File: src/rtl/stk_pkg.sv
package stk_pkg;

  localparam int BYTE_W = 8;

  typedef enum logic [2:0] {
    OP_PUSH  = 3'd0,
    OP_POP   = 3'd1,
    OP_CALL  = 3'd2,
    OP_CALLC = 3'd3,
    OP_RET   = 3'd4,
    OP_RETC  = 3'd5,
    OP_RST   = 3'd6,
    OP_XCHG  = 3'd7
  } op_e;

  // One byte access: direction, offset from SP (2-bit signed), byte half.
  typedef struct packed {
    logic       wr;
    logic [1:0] off;
    logic       hi;
  } step_t;

  localparam logic [1:0] OFF_M2 = 2'b10;
  localparam logic [1:0] OFF_M1 = 2'b11;
  localparam logic [1:0] OFF_Z  = 2'b00;
  localparam logic [1:0] OFF_P1 = 2'b01;

  function automatic logic is_cond(op_e op);
    return (op == OP_CALLC) || (op == OP_RETC);
  endfunction

  function automatic logic pushes_pc(op_e op);
    return (op == OP_CALL) || (op == OP_CALLC) || (op == OP_RST);
  endfunction

  function automatic logic pops_pc(op_e op);
    return (op == OP_RET) || (op == OP_RETC);
  endfunction

  function automatic logic reads_pair(op_e op);
    return (op == OP_POP) || pops_pc(op) || (op == OP_XCHG);
  endfunction

  function automatic logic [1:0] last_step(op_e op);
    return (op == OP_XCHG) ? 2'd3 : 2'd1;
  endfunction

  // SP change at completion, 3-bit signed: -2, +2 or 0.
  function automatic logic [2:0] sp_delta(op_e op);
    case (op)
      OP_PUSH, OP_CALL, OP_CALLC, OP_RST: return 3'b110;
      OP_POP, OP_RET, OP_RETC:            return 3'b010;
      default:                            return 3'b000;
    endcase
  endfunction

  function automatic step_t step_of(op_e op, logic [1:0] idx);
    step_t s;
    case (op)
      OP_PUSH, OP_CALL, OP_CALLC, OP_RST:
        s = (idx == 2'd0) ? '{wr: 1'b1, off: OFF_M1, hi: 1'b1}
                          : '{wr: 1'b1, off: OFF_M2, hi: 1'b0};
      OP_XCHG:
        case (idx)
          2'd0:    s = '{wr: 1'b0, off: OFF_Z,  hi: 1'b0};
          2'd1:    s = '{wr: 1'b1, off: OFF_Z,  hi: 1'b0};
          2'd2:    s = '{wr: 1'b0, off: OFF_P1, hi: 1'b1};
          default: s = '{wr: 1'b1, off: OFF_P1, hi: 1'b1};
        endcase
      default:
        s = (idx == 2'd0) ? '{wr: 1'b0, off: OFF_Z,  hi: 1'b0}
                          : '{wr: 1'b0, off: OFF_P1, hi: 1'b1};
    endcase
    return s;
  endfunction

endpackage

File: src/rtl/stk_cond.sv
module stk_cond (
  input  logic [2:0] cond,
  input  logic       f_zero,
  input  logic       f_carry,
  input  logic       f_parity,
  input  logic       f_sign,
  output logic       ok
);
  localparam int N_COND = 8;

  logic [3:0]        flag_v;
  logic [N_COND-1:0] truth;

  assign flag_v = {f_sign, f_parity, f_carry, f_zero};

  // Code pairs share a flag; the low code bit picks the polarity.
  for (genvar g = 0; g < N_COND; g++) begin : g_cond
    localparam int   FSEL = g / 2;
    localparam logic POL  = logic'(g % 2);
    assign truth[g] = (flag_v[FSEL] == POL);
  end

  assign ok = truth[cond];
endmodule

File: src/rtl/stk_agen.sv
module stk_agen import stk_pkg::*; #(
  parameter  int DW = BYTE_W,
  localparam int PW = 2 * DW
) (
  input  op_e          op,
  input  logic [1:0]   step,
  input  logic [PW-1:0] sp,
  input  logic [PW-1:0] wval,
  output logic [PW-1:0] addr,
  output logic          we,
  output logic [DW-1:0] wdata,
  output logic          cur_hi
);
  step_t s;

  assign s      = step_of(op, step);
  assign addr   = sp + {{(PW-2){s.off[1]}}, s.off};
  assign we     = s.wr;
  assign cur_hi = s.hi;
  assign wdata  = s.hi ? wval[PW-1:DW] : wval[DW-1:0];
endmodule

File: src/rtl/stk_rdcap.sv
module stk_rdcap #(
  parameter  int DW = 8,
  localparam int PW = 2 * DW
) (
  input  logic          clk,
  input  logic          rst_n,
  input  logic          rd_fire,
  input  logic          hi,
  input  logic [DW-1:0] rdata,
  output logic [PW-1:0] pair_now
);
  logic [DW-1:0] lo_q, hi_q;

  always_ff @(posedge clk or negedge rst_n) begin
    if (!rst_n) begin
      lo_q <= '0;
      hi_q <= '0;
    end else if (rd_fire) begin
      if (hi) hi_q <= rdata;
      else    lo_q <= rdata;
    end
  end

  // The high byte may arrive in the completing cycle itself.
  assign pair_now = {(rd_fire && hi) ? rdata : hi_q, lo_q};
endmodule

File: src/rtl/stk_seq.sv
module stk_seq import stk_pkg::*; #(
  parameter  int DW = BYTE_W,
  localparam int PW = 2 * DW,
  localparam int VW = 3
) (
  input  logic          clk,
  input  logic          rst_n,
  input  logic          cmd_valid,
  input  logic [2:0]    cmd_op,
  input  logic [2:0]    cmd_cond,
  input  logic [VW-1:0] cmd_vec,
  input  logic [PW-1:0] cmd_sp,
  input  logic [PW-1:0] cmd_pair,
  input  logic [PW-1:0] cmd_target,
  input  logic [PW-1:0] cmd_next_pc,
  input  logic          flag_zero,
  input  logic          flag_carry,
  input  logic          flag_parity,
  input  logic          flag_sign,
  output logic          busy,
  output logic          mem_req,
  output logic          mem_we,
  output logic [PW-1:0] mem_addr,
  output logic [DW-1:0] mem_wdata,
  input  logic [DW-1:0] mem_rdata,
  input  logic          mem_ready,
  output logic          done,
  output logic          res_taken,
  output logic [PW-1:0] res_pc,
  output logic [PW-1:0] res_sp,
  output logic [PW-1:0] res_pair
);
  op_e           cmd_op_e, op_q;
  logic          busy_q, done_q, taken_q;
  logic [1:0]    step_q;
  logic [PW-1:0] sp_q, wval_q, tgt_q, npc_q;
  logic [PW-1:0] res_pc_q, res_sp_q, res_pair_q;

  // Named events for the control path and the assertions.
  logic          cond_ok, accept_w, go_w, skip_w, xfer_w, final_w;
  logic          cur_hi;
  logic [PW-1:0] pair_now, sp_next_w, vec_addr_w, sp_dist_w;
  logic [2:0]    dsp;

  assign cmd_op_e = op_e'(cmd_op);

  stk_cond u_cond (
    .cond     (cmd_cond),
    .f_zero   (flag_zero),
    .f_carry  (flag_carry),
    .f_parity (flag_parity),
    .f_sign   (flag_sign),
    .ok       (cond_ok)
  );

  assign accept_w = cmd_valid && !busy_q;
  assign go_w     = accept_w && (!is_cond(cmd_op_e) || cond_ok);
  assign skip_w   = accept_w && !go_w;
  assign xfer_w   = busy_q && mem_ready;
  assign final_w  = xfer_w && (step_q == last_step(op_q));

  stk_agen #(.DW(DW)) u_agen (
    .op     (op_q),
    .step   (step_q),
    .sp     (sp_q),
    .wval   (wval_q),
    .addr   (mem_addr),
    .we     (mem_we),
    .wdata  (mem_wdata),
    .cur_hi (cur_hi)
  );

  stk_rdcap #(.DW(DW)) u_rdcap (
    .clk      (clk),
    .rst_n    (rst_n),
    .rd_fire  (xfer_w && !mem_we),
    .hi       (cur_hi),
    .rdata    (mem_rdata),
    .pair_now (pair_now)
  );

  assign dsp        = sp_delta(op_q);
  assign sp_next_w  = sp_q + {{(PW-3){dsp[2]}}, dsp};
  assign vec_addr_w = PW'({cmd_vec, 3'b000});

  always_ff @(posedge clk or negedge rst_n) begin
    if (!rst_n) begin
      busy_q     <= 1'b0;
      done_q     <= 1'b0;
      taken_q    <= 1'b0;
      step_q     <= '0;
      op_q       <= OP_PUSH;
      sp_q       <= '0;
      wval_q     <= '0;
      tgt_q      <= '0;
      npc_q      <= '0;
      res_pc_q   <= '0;
      res_sp_q   <= '0;
      res_pair_q <= '0;
    end else begin
      done_q <= 1'b0;
      if (skip_w) begin
        done_q     <= 1'b1;
        taken_q    <= 1'b0;
        res_pc_q   <= cmd_next_pc;
        res_sp_q   <= cmd_sp;
        res_pair_q <= '0;
      end else if (go_w) begin
        busy_q <= 1'b1;
        step_q <= '0;
        op_q   <= cmd_op_e;
        sp_q   <= cmd_sp;
        wval_q <= pushes_pc(cmd_op_e) ? cmd_next_pc : cmd_pair;
        tgt_q  <= (cmd_op_e == OP_RST) ? vec_addr_w : cmd_target;
        npc_q  <= cmd_next_pc;
      end else if (xfer_w) begin
        if (final_w) begin
          busy_q     <= 1'b0;
          done_q     <= 1'b1;
          taken_q    <= 1'b1;
          res_sp_q   <= sp_next_w;
          res_pair_q <= reads_pair(op_q) ? pair_now : '0;
          if (pushes_pc(op_q))    res_pc_q <= tgt_q;
          else if (pops_pc(op_q)) res_pc_q <= pair_now;
          else                    res_pc_q <= npc_q;
        end else begin
          step_q <= step_q + 2'd1;
        end
      end
    end
  end

  assign busy      = busy_q;
  assign mem_req   = busy_q;
  assign done      = done_q;
  assign res_taken = taken_q;
  assign res_pc    = res_pc_q;
  assign res_sp    = res_sp_q;
  assign res_pair  = res_pair_q;

  assign sp_dist_w = mem_addr - sp_q;

  AST_HOLD_REQ: assert property (@(posedge clk) disable iff (!rst_n)
    (mem_req && !mem_ready) |=> (mem_req && $stable(mem_addr) && $stable(mem_we) && $stable(mem_wdata)));
  AST_DONE_IDLE: assert property (@(posedge clk) disable iff (!rst_n)
    done |-> !busy);
  AST_BUSY_FROM_CMD: assert property (@(posedge clk) disable iff (!rst_n)
    $rose(busy) |-> $past(cmd_valid));
  AST_SKIP_QUIET: assert property (@(posedge clk) disable iff (!rst_n)
    (done && !res_taken) |-> !mem_req);
  AST_ADDR_NEAR_SP: assert property (@(posedge clk) disable iff (!rst_n)
    mem_req |-> (sp_dist_w >= {PW{1'b1}} - PW'(1) || sp_dist_w <= PW'(1)));
  AST_SWAP_KEEPS_SP: assert property (@(posedge clk) disable iff (!rst_n)
    (done && res_taken && op_q == OP_XCHG) |-> (res_sp == sp_q));
  AST_STEP_BOUND: assert property (@(posedge clk) disable iff (!rst_n)
    busy |-> (step_q <= last_step(op_q)));
endmodule

File: config.mk
export PLATFORM = sky130hd
export DESIGN_NAME = stk_seq
export DESIGN_NICKNAME = d
export VERILOG_FILES = /design/src/rtl/stk_pkg.sv /design/src/rtl/stk_cond.sv /design/src/rtl/stk_agen.sv /design/src/rtl/stk_rdcap.sv /design/src/rtl/stk_seq.sv
export SDC_FILE = /design/constraint.sdc
export NUM_CORES = 1
export LEC_CHECK = 0
export BUFFER_PORTS_ARGS = -buffer_cell sky130_fd_sc_hd__buf_2
export CAP_MARGIN = 40
export CORE_MARGIN = 3
export CORE_UTILIZATION = 25
export DETAILED_ROUTE_END_ITERATION = 16
export MAX_ROUTING_LAYER = met4
export PLACE_DENSITY_LB_ADDON = 0.2
export SLEW_MARGIN = 40
export SYNTH_ARGS = -nofsm -noshare
export SYNTH_HDL_FRONTEND = slang
export SYNTH_SLANG_ARGS = --single-unit
File: constraint.sdc
create_clock -name clk -period 3.65 [get_ports clk]
set_clock_uncertainty 0.05 [all_clocks]
set_input_delay 0.5475 -clock clk [delete_from_list [all_inputs] [get_ports clk]]
set_output_delay 0.5475 -clock clk [all_outputs]
set_load 0.01 [all_outputs]
==> impl_metrics.csv, run 1 <==
group,metric,value,unit
placed_design,placed_area,8449,sq um
flow_run,maxCapViolCount,0,
timing,worstMarginPinSlew,0.7410,ns
setup_path,critical_path_class,"reg2out",
run_status,status,"finished, final reports clean",
cts,hold_buffers,0,
logic_synthesis,yosys_warnings,0,
logic_synthesis,syn-num-nets,815,
placed_design,numPortBuffers,165,
setup_path,crit_path_end_kind,"output port",
logic_synthesis,synthTopCellsByArea,"dfrtp_1, mux2_1, nand2_1, mux2i_1, ha_1",
routing,wirelength,23210,um
cts,cts.path.max_buffers,2,
power,power_density,1188,nW/um^2
routing,ant_nets,0,
cells_and_area,area_delta_synth_final,29.77,%
cts,cts_htree_levels,4,
logic_synthesis,async_reset_ff_share,100.0,%
logic_synthesis,syn_area,7133,sq um
setup_path,crit_path_top_delay_cell,"dfrtp_1",
logic_synthesis,syn_area_per_cell,10.13,sq um
cells_and_area,drive_gt1_share,31.27,%
setup_path,critPathMaxStageDelay,0.38,ns
setup_path,cp.arrival,2.96,ns
timing,setup_violations,0,
timing,hold_viol,0,
logic_synthesis,yosys_register_bits,136,
setup_path,critPathLaunchType,"flop",
cts,root_buffer,"clkbuf_16",
grt,first_global_vias,6019,
routing,vias,5773,
grt,antenna_found_initial,0,
routing,drc_errors,0,
grt,grt_max_degree,87,
cells_and_area,antenna-diode-count,0,
cells_and_area,fillers,2976,
cts,numCtsBuffers,17,
grt,overflow,0,
logic_synthesis,synth_seq_area_share,47.71,%
placed_design,place_ws,0.03095,ns
timing,report.final.slew_viol_count,0,
cts,cts_tree,"done",
logic_synthesis,postSynthCellCount,704,
floorplan,boundaryPins,166,
routing,wl_per_cell,18.32,um
setup_path,crit_fanout,4,
timing,max_clock_freq,0.2814,GHz
routing,dr.pass1.iters,4,
logic_synthesis,synth-edff-count,0,
cells_and_area,postLayoutCellArea,9256,sq um
cts,clkSlewWorstSetupHoldPaths,0.07,ns
cells_and_area,multi_input_area,3632,sq um
floorplan,fp.dieW,174.9,um
timing,grt_setup_unrepaired,"false",
setup_path,cp.required,3.05,ns
logic_synthesis,yosysTopAreaCell,"dfrtp_1",
floorplan,die-area,30600,sq um
setup_path,cp_cell_sequence,"inv_2 -> ha_4 -> nand3b_1 -> a2bb2o_4 -> nand3_4 -> ha_4 -> inv_2 -> fa_2 -> nor2b_4 -> a21o_4 -> buf_6 -> buf_6 -> a21oi_2 -> xnor2_1 -> buf_2",
floorplan,coreArea,27930,sq um
floorplan,initial_core_util,25.54,%
grt,grtUsageTotal,15.85,%
cts,clock-sinks,136,
power,ir_drop,353.3,uV
timing,maxSlewHeadroom,50.60,%
cells_and_area,seqCellArea,3406,sq um
placed_design,dpl.hpwl,17180,um
placed_design,gp_congestion,0.8605,
hold_path,hold_path.class,"in2async",
routing,drt_iter0_markers,344,
timing,layout_setup_ws,0.09613,ns
floorplan,dieHeight,174.9,um
power,p_leak,4.325,nW
cts,clk_latency,0.42,ns
grt,grt_pass1_wl,36240,um
logic_synthesis,synth_ff_type,"dfrtp_1",
setup_path,r2r_setup_slack,0.91,ns
logic_synthesis,synth.top_cell.area_share,47.71,%
routing,vias_per_cell,4.556,
timing,period_share,97.37,%
cells_and_area,fin_nets,988,
timing,min_period,3.554,ns
floorplan,rows,61,
logic_synthesis,post_synth_num_cell_types,58,
-- cells in the mapped netlist (all sizes together) (7+ instances only) --
library cell and instances:
mux2i 27, o21ai 53, nor2 52, a21oi 23, inv 17, a22o 14, nand2 111, xnor2 16
a31oi 18, a22oi 7, o22ai 15, dfrtp 136, a211oi 7, nand3 10, xor2 13, buf 18
mux2 60, clkbuf 26, ha 20
-- layout by cell type (no fill, tap or decap), types with 9 or more instances in the layout --
| master | netlist | final |
|---|---|---|
| dfrtp_1 | 136 | 134 |
| o21ai_0 | 30 | 28 |
| a21oi_1 | 23 | 20 |
| a22o_1 | 14 | 14 |
| buf_4 | 2 | 27 |
| o22ai_1 | 15 | 15 |
| xor2_1 | 13 | 13 |
| nand2_1 | 110 | 110 |
| o21ai_1 | 23 | 24 |
| inv_1 | 16 | 11 |
| mux2_1 | 46 | 46 |
| a31oi_1 | 18 | 17 |
| buf_2 | 12 | 164 |
| ha_1 | 20 | 14 |
| clkbuf_16 | 0 | 17 |
| xnor2_1 | 16 | 16 |
| nor2_1 | 52 | 51 |
| mux2i_1 | 27 | 27 |
| nand3_1 | 9 | 9 |
-- worst max-delay path, delay by kind of cell, from the launching register on --
kind	cells	cell delay, ns
compound gates	3	0.43
xor+xnor	1	0.20
fa+ha+maj	3	0.67
buf+inv	5	0.45
flops	1	0.38
simple gates	3	0.40
-- worst paths after layout --
path / start / depth (start not counted) / end
min in group clk: cmd_sp[13] / 2 / sp_q[13]$_DFFE_PN0P_
max in group asynchronous: rst_n / 2 / wval_q[9]$_DFFE_PN0P_
worst min register to register: wval_q[7]$_DFFE_PN0P_ / 2 / wval_q[7]$_DFFE_PN0P_
worst max-delay path: step_q[0]$_DFFE_PN0P_ / 15 / mem_addr[10]
worst max register to register: op_q[2]$_DFFE_PN0P_ / 11 / res_sp[8]$_DFFE_PN0P_
worst min-delay path: rst_n / 1 / res_sp[11]$_DFFE_PN0P_
-- sequential cells by signal, summed over array words and instances, names as in the netlist --
register,flops
res_pc,16
op_q,3
step_q,2
tgt_q,16
res_sp,16
done,1
sp_q,16
busy,1
res_pair,16
wval_q,16
u_rdcap.hi_q,8
u_rdcap.lo_q,8
res_taken,1
npc_q,16
-- kinds of logic after synthesis --
| group | synth area share [%] |
|---|---|
| flops | 47.71 |
| simple gates | 11.81 |
| xor+xnor | 3.561 |
| mux | 13.89 |
| compound gates | 15.38 |
| buf+inv | 3.578 |
| fa+ha+maj | 4.069 |
-- cell type report --
type | instances | area share (%)
clock inverter | 9 | 1.014
timing repair buffer | 198 | 12.14
inverter | 17 | 0.6894
sequential | 136 | 36.79
clock buffer | 22 | 5.015
tap | 378 | 5.109
multi-input combinational | 507 | 39.24
-- what timing repair did --
item	in CTS	in global routing
buffers inserted	8	3
setup endpoints to repair	10	9
resized for setup	21	19
pin swaps	9	7
-- where the power goes --
part / switching (mW) / total (mW) / internal [mW]
registers: 0.473 / 2.72 / 2.25
clock network: 0.686 / 1.66 / 0.977
logic: 3.70 / 6.62 / 2.91
total: 4.86 / 11.0 / 6.13
-- routing by layer --
| layer | vias up | global-route usage, % | part of all wire (%) |
|---|---|---|---|
| met1 | 2797 | 22.50 | 51 |
| met5 | - | - | 0 |
| met4 | 0 | 3.590 | 0.87 |
| met3 | 14 | 2.608 | 3.5 |
| met2 | 124 | 23.84 | 45 |
| li1 | 2838 | - | - |
-- stage by stage --
step	std cells	setup TNS (ns)	total power [mW]	utilization [%]	hold WS, ns
detailed placement	1224	0	8.862	30.25	0.4166
CTS	1263	-0.1179	10.87	32.74	0.1139
floorplan	704	0	6.625	-	0.2019
finish	1267	0	11.00	33.14	0.09006
global placement	1224	0	8.861	30.23	0.4075
global route	1267	0	11.92	33.14	0.1399
Note: power is estimated with default switching activity, not from simulation.
==> inputs of run 2 (changes only) <==
==> constraint.sdc (replaced) <==
create_clock -name clk -period 4.3 [get_ports clk]
set_clock_uncertainty 0.05 [all_clocks]
set_input_delay 0.645 -clock clk [delete_from_list [all_inputs] [get_ports clk]]
set_output_delay 0.645 -clock clk [all_outputs]
set_load 0.01 [all_outputs]
==> run 2 against run 1 <==
  * Worst setup slack improved by 0.11 ns
  * Register-to-register slack improved by 0.25 ns
  * Sequential share of layout area increased by 0.91 points
  * Sequential power decreased by 15%
==> impl_metrics.csv, run 2 (synthesis gave the netlist of run 1 again) <==
group,metric,value,unit
setup_path,cp.arrival,3.40,ns
timing,worstMarginPinSlew,0.7612,ns
routing,drc_errors,0,
run_status,status,"finished, final reports clean",
timing,layout_setup_ws,0.2026,ns
routing,vias,5757,
floorplan,rows,61,
setup_path,cp.required,3.61,ns
timing,maxSlewHeadroom,49.25,%
cts,cts_htree_levels,4,
setup_path,critPathLaunchType,"flop",
setup_path,crit_fanout,4,
timing,setup_violations,0,
cts,root_buffer,"clkbuf_16",
timing,report.final.slew_viol_count,0,
grt,grt_pass1_wl,35430,um
timing,setup_tns,0,ns
grt,grtUsageTotal,15.51,%
power,p_leak,4.250,nW
routing,vias_per_cell,4.587,
cts,hold_buffers,0,
placed_design,numPortBuffers,165,
power,power_density,988.6,nW/um^2
routing,ant_nets,0,
cells_and_area,area_delta_synth_final,26.59,%
cts,clock-sinks,136,
routing,dr.pass1.iters,4,
cells_and_area,drive_gt1_share,28.05,%
cts,clk_latency,0.43,ns
routing,wl_per_cell,18.23,um
setup_path,r2r_setup_slack,1.16,ns
power,ir_drop,290.1,uV
cells_and_area,final_common_cell,"buf_2",
timing,max_clock_freq,0.2441,GHz
timing,period_share,95.29,%
grt,antenna_found_initial,0,
cells_and_area,fillers,2987,
cells_and_area,final_cell_mix,"buf_2, dfrtp_1, nand2_1",
floorplan,boundaryPins,166,
placed_design,dp_cells,1215,
routing,wirelength,22870,um
cells_and_area,antenna-diode-count,0,
cells_and_area,fin_nets,975,
cts,clkSlewWorstSetupHoldPaths,0.06,ns
placed_design,gp_congestion,0.8513,
floorplan,die-area,30600,sq um
cts,cts_tree,"done",
grt,grt_max_degree,95,
timing,hold_viol,0,
floorplan,dieHeight,174.9,um
floorplan,initial_core_util,25.54,%
routing,drt_iter0_markers,347,
floorplan,fp.dieW,174.9,um
placed_design,place_ws,0.5301,ns
timing,grt_setup_unrepaired,"false",
cells_and_area,stdcell_count,1255,
grt,overflow,0,
flow_run,maxCapViolCount,0,
hold_path,hold_path.class,"in2async",
cts,cts.path.max_buffers,2,
setup_path,crit_path_end_kind,"output port",
floorplan,coreArea,27930,sq um
setup_path,critical_path_class,"reg2out",
placed_design,dpl.hpwl,16850,um
cts,numCtsBuffers,17,
timing,min_period,4.097,ns
grt,first_global_vias,5923,
==> run 2: changes by cell type in the layout (fill, tap and decap cells not counted), moves of 2 or more <==
cell	delta
inv_6	+2
ha_2	-2
buf_6	-3
a21oi_1	+3
buf_4	-10
ha_1	+6
inv_1	+4
inv_2	-5
ha_4	-4
a21oi_2	-2
o21ai_0	+2
==> run 2: worst max-delay path, cell delays in order (launching register included) <==
cell      delay [ns]
dfrtp_1         0.40
inv_1           0.09
ha_1            0.24
nand3b_1        0.16
a2bb2o_2        0.28
nand3_2         0.09
ha_1            0.19
inv_1           0.06
fa_1            0.41
nor2b_2         0.16
a21o_1          0.23
a31oi_1         0.16
o21ai_1         0.19
xor2_1          0.18
buf_2           0.16
==> run 2: final timing paths <==
kind | from | endpoint | cells past startpoint
worst min-delay path | rst_n | res_sp[8]$_DFFE_PN0P_ | 1
worst max-delay path | step_q[0]$_DFFE_PN0P_ | mem_addr[12] | 14
max in group asynchronous | rst_n | npc_q[5]$_DFFE_PN0P_ | 2
worst min register to register | wval_q[2]$_DFFE_PN0P_ | wval_q[2]$_DFFE_PN0P_ | 2
min in group clk | mem_rdata[1] | u_rdcap.lo_q[1]$_DFFE_PN0P_ | 2
worst max register to register | op_q[0]$_DFFE_PN0P_ | res_sp[10]$_DFFE_PN0P_ | 9
==> run 2: report_power, final <==
part           leakage [nW]  total (mW)  internal, mW  switching (mW)
clock network         0.275        1.44         0.836           0.608
registers              1.64        2.30          1.90           0.400
logic                  2.34        5.18          2.18            3.00
total                  4.25        8.93          4.92            4.01
==> run 2: layout make-up <==
cell class,instances,area [sq um],area share (%)
flip-flops and latches,136,3405,37.70
inverters,17,67.56,0.7482
repair buffers,185,1015,11.24
well taps,378,473.0,5.238
clock inverters,11,111.4,1.233
clock buffers,21,460.4,5.099
multi-input cells,507,3498,38.74
==> run 2: what timing repair did <==
item                                    CTS  global route
endpoints found under the setup margin    0             7
endpoints found under the hold margin     0             0
buffers inserted                          0             7
resized for setup                         0             4
==> run 2: per-stage QoR <==
step	area [sq um]	hold slack [ns]	util (%)	power, mW
floorplan	7133	0.2994	-	5.624
global placement	8377	0.4108	29.99	7.438
detailed placement	8386	0.4163	30.02	7.428
CTS	8957	0.2081	32.07	8.928
global route	9030	0.2302	32.33	9.655
finish	9030	0.1552	32.33	8.927
==> run 2: layer usage <==
metal | share of wire (%) | GRT usage [%]
met1 | 50 | 22.00
met2 | 44 | 22.71
met3 | 4.1 | 3.020
met4 | 1.1 | 4.089
met5 | 0 | -
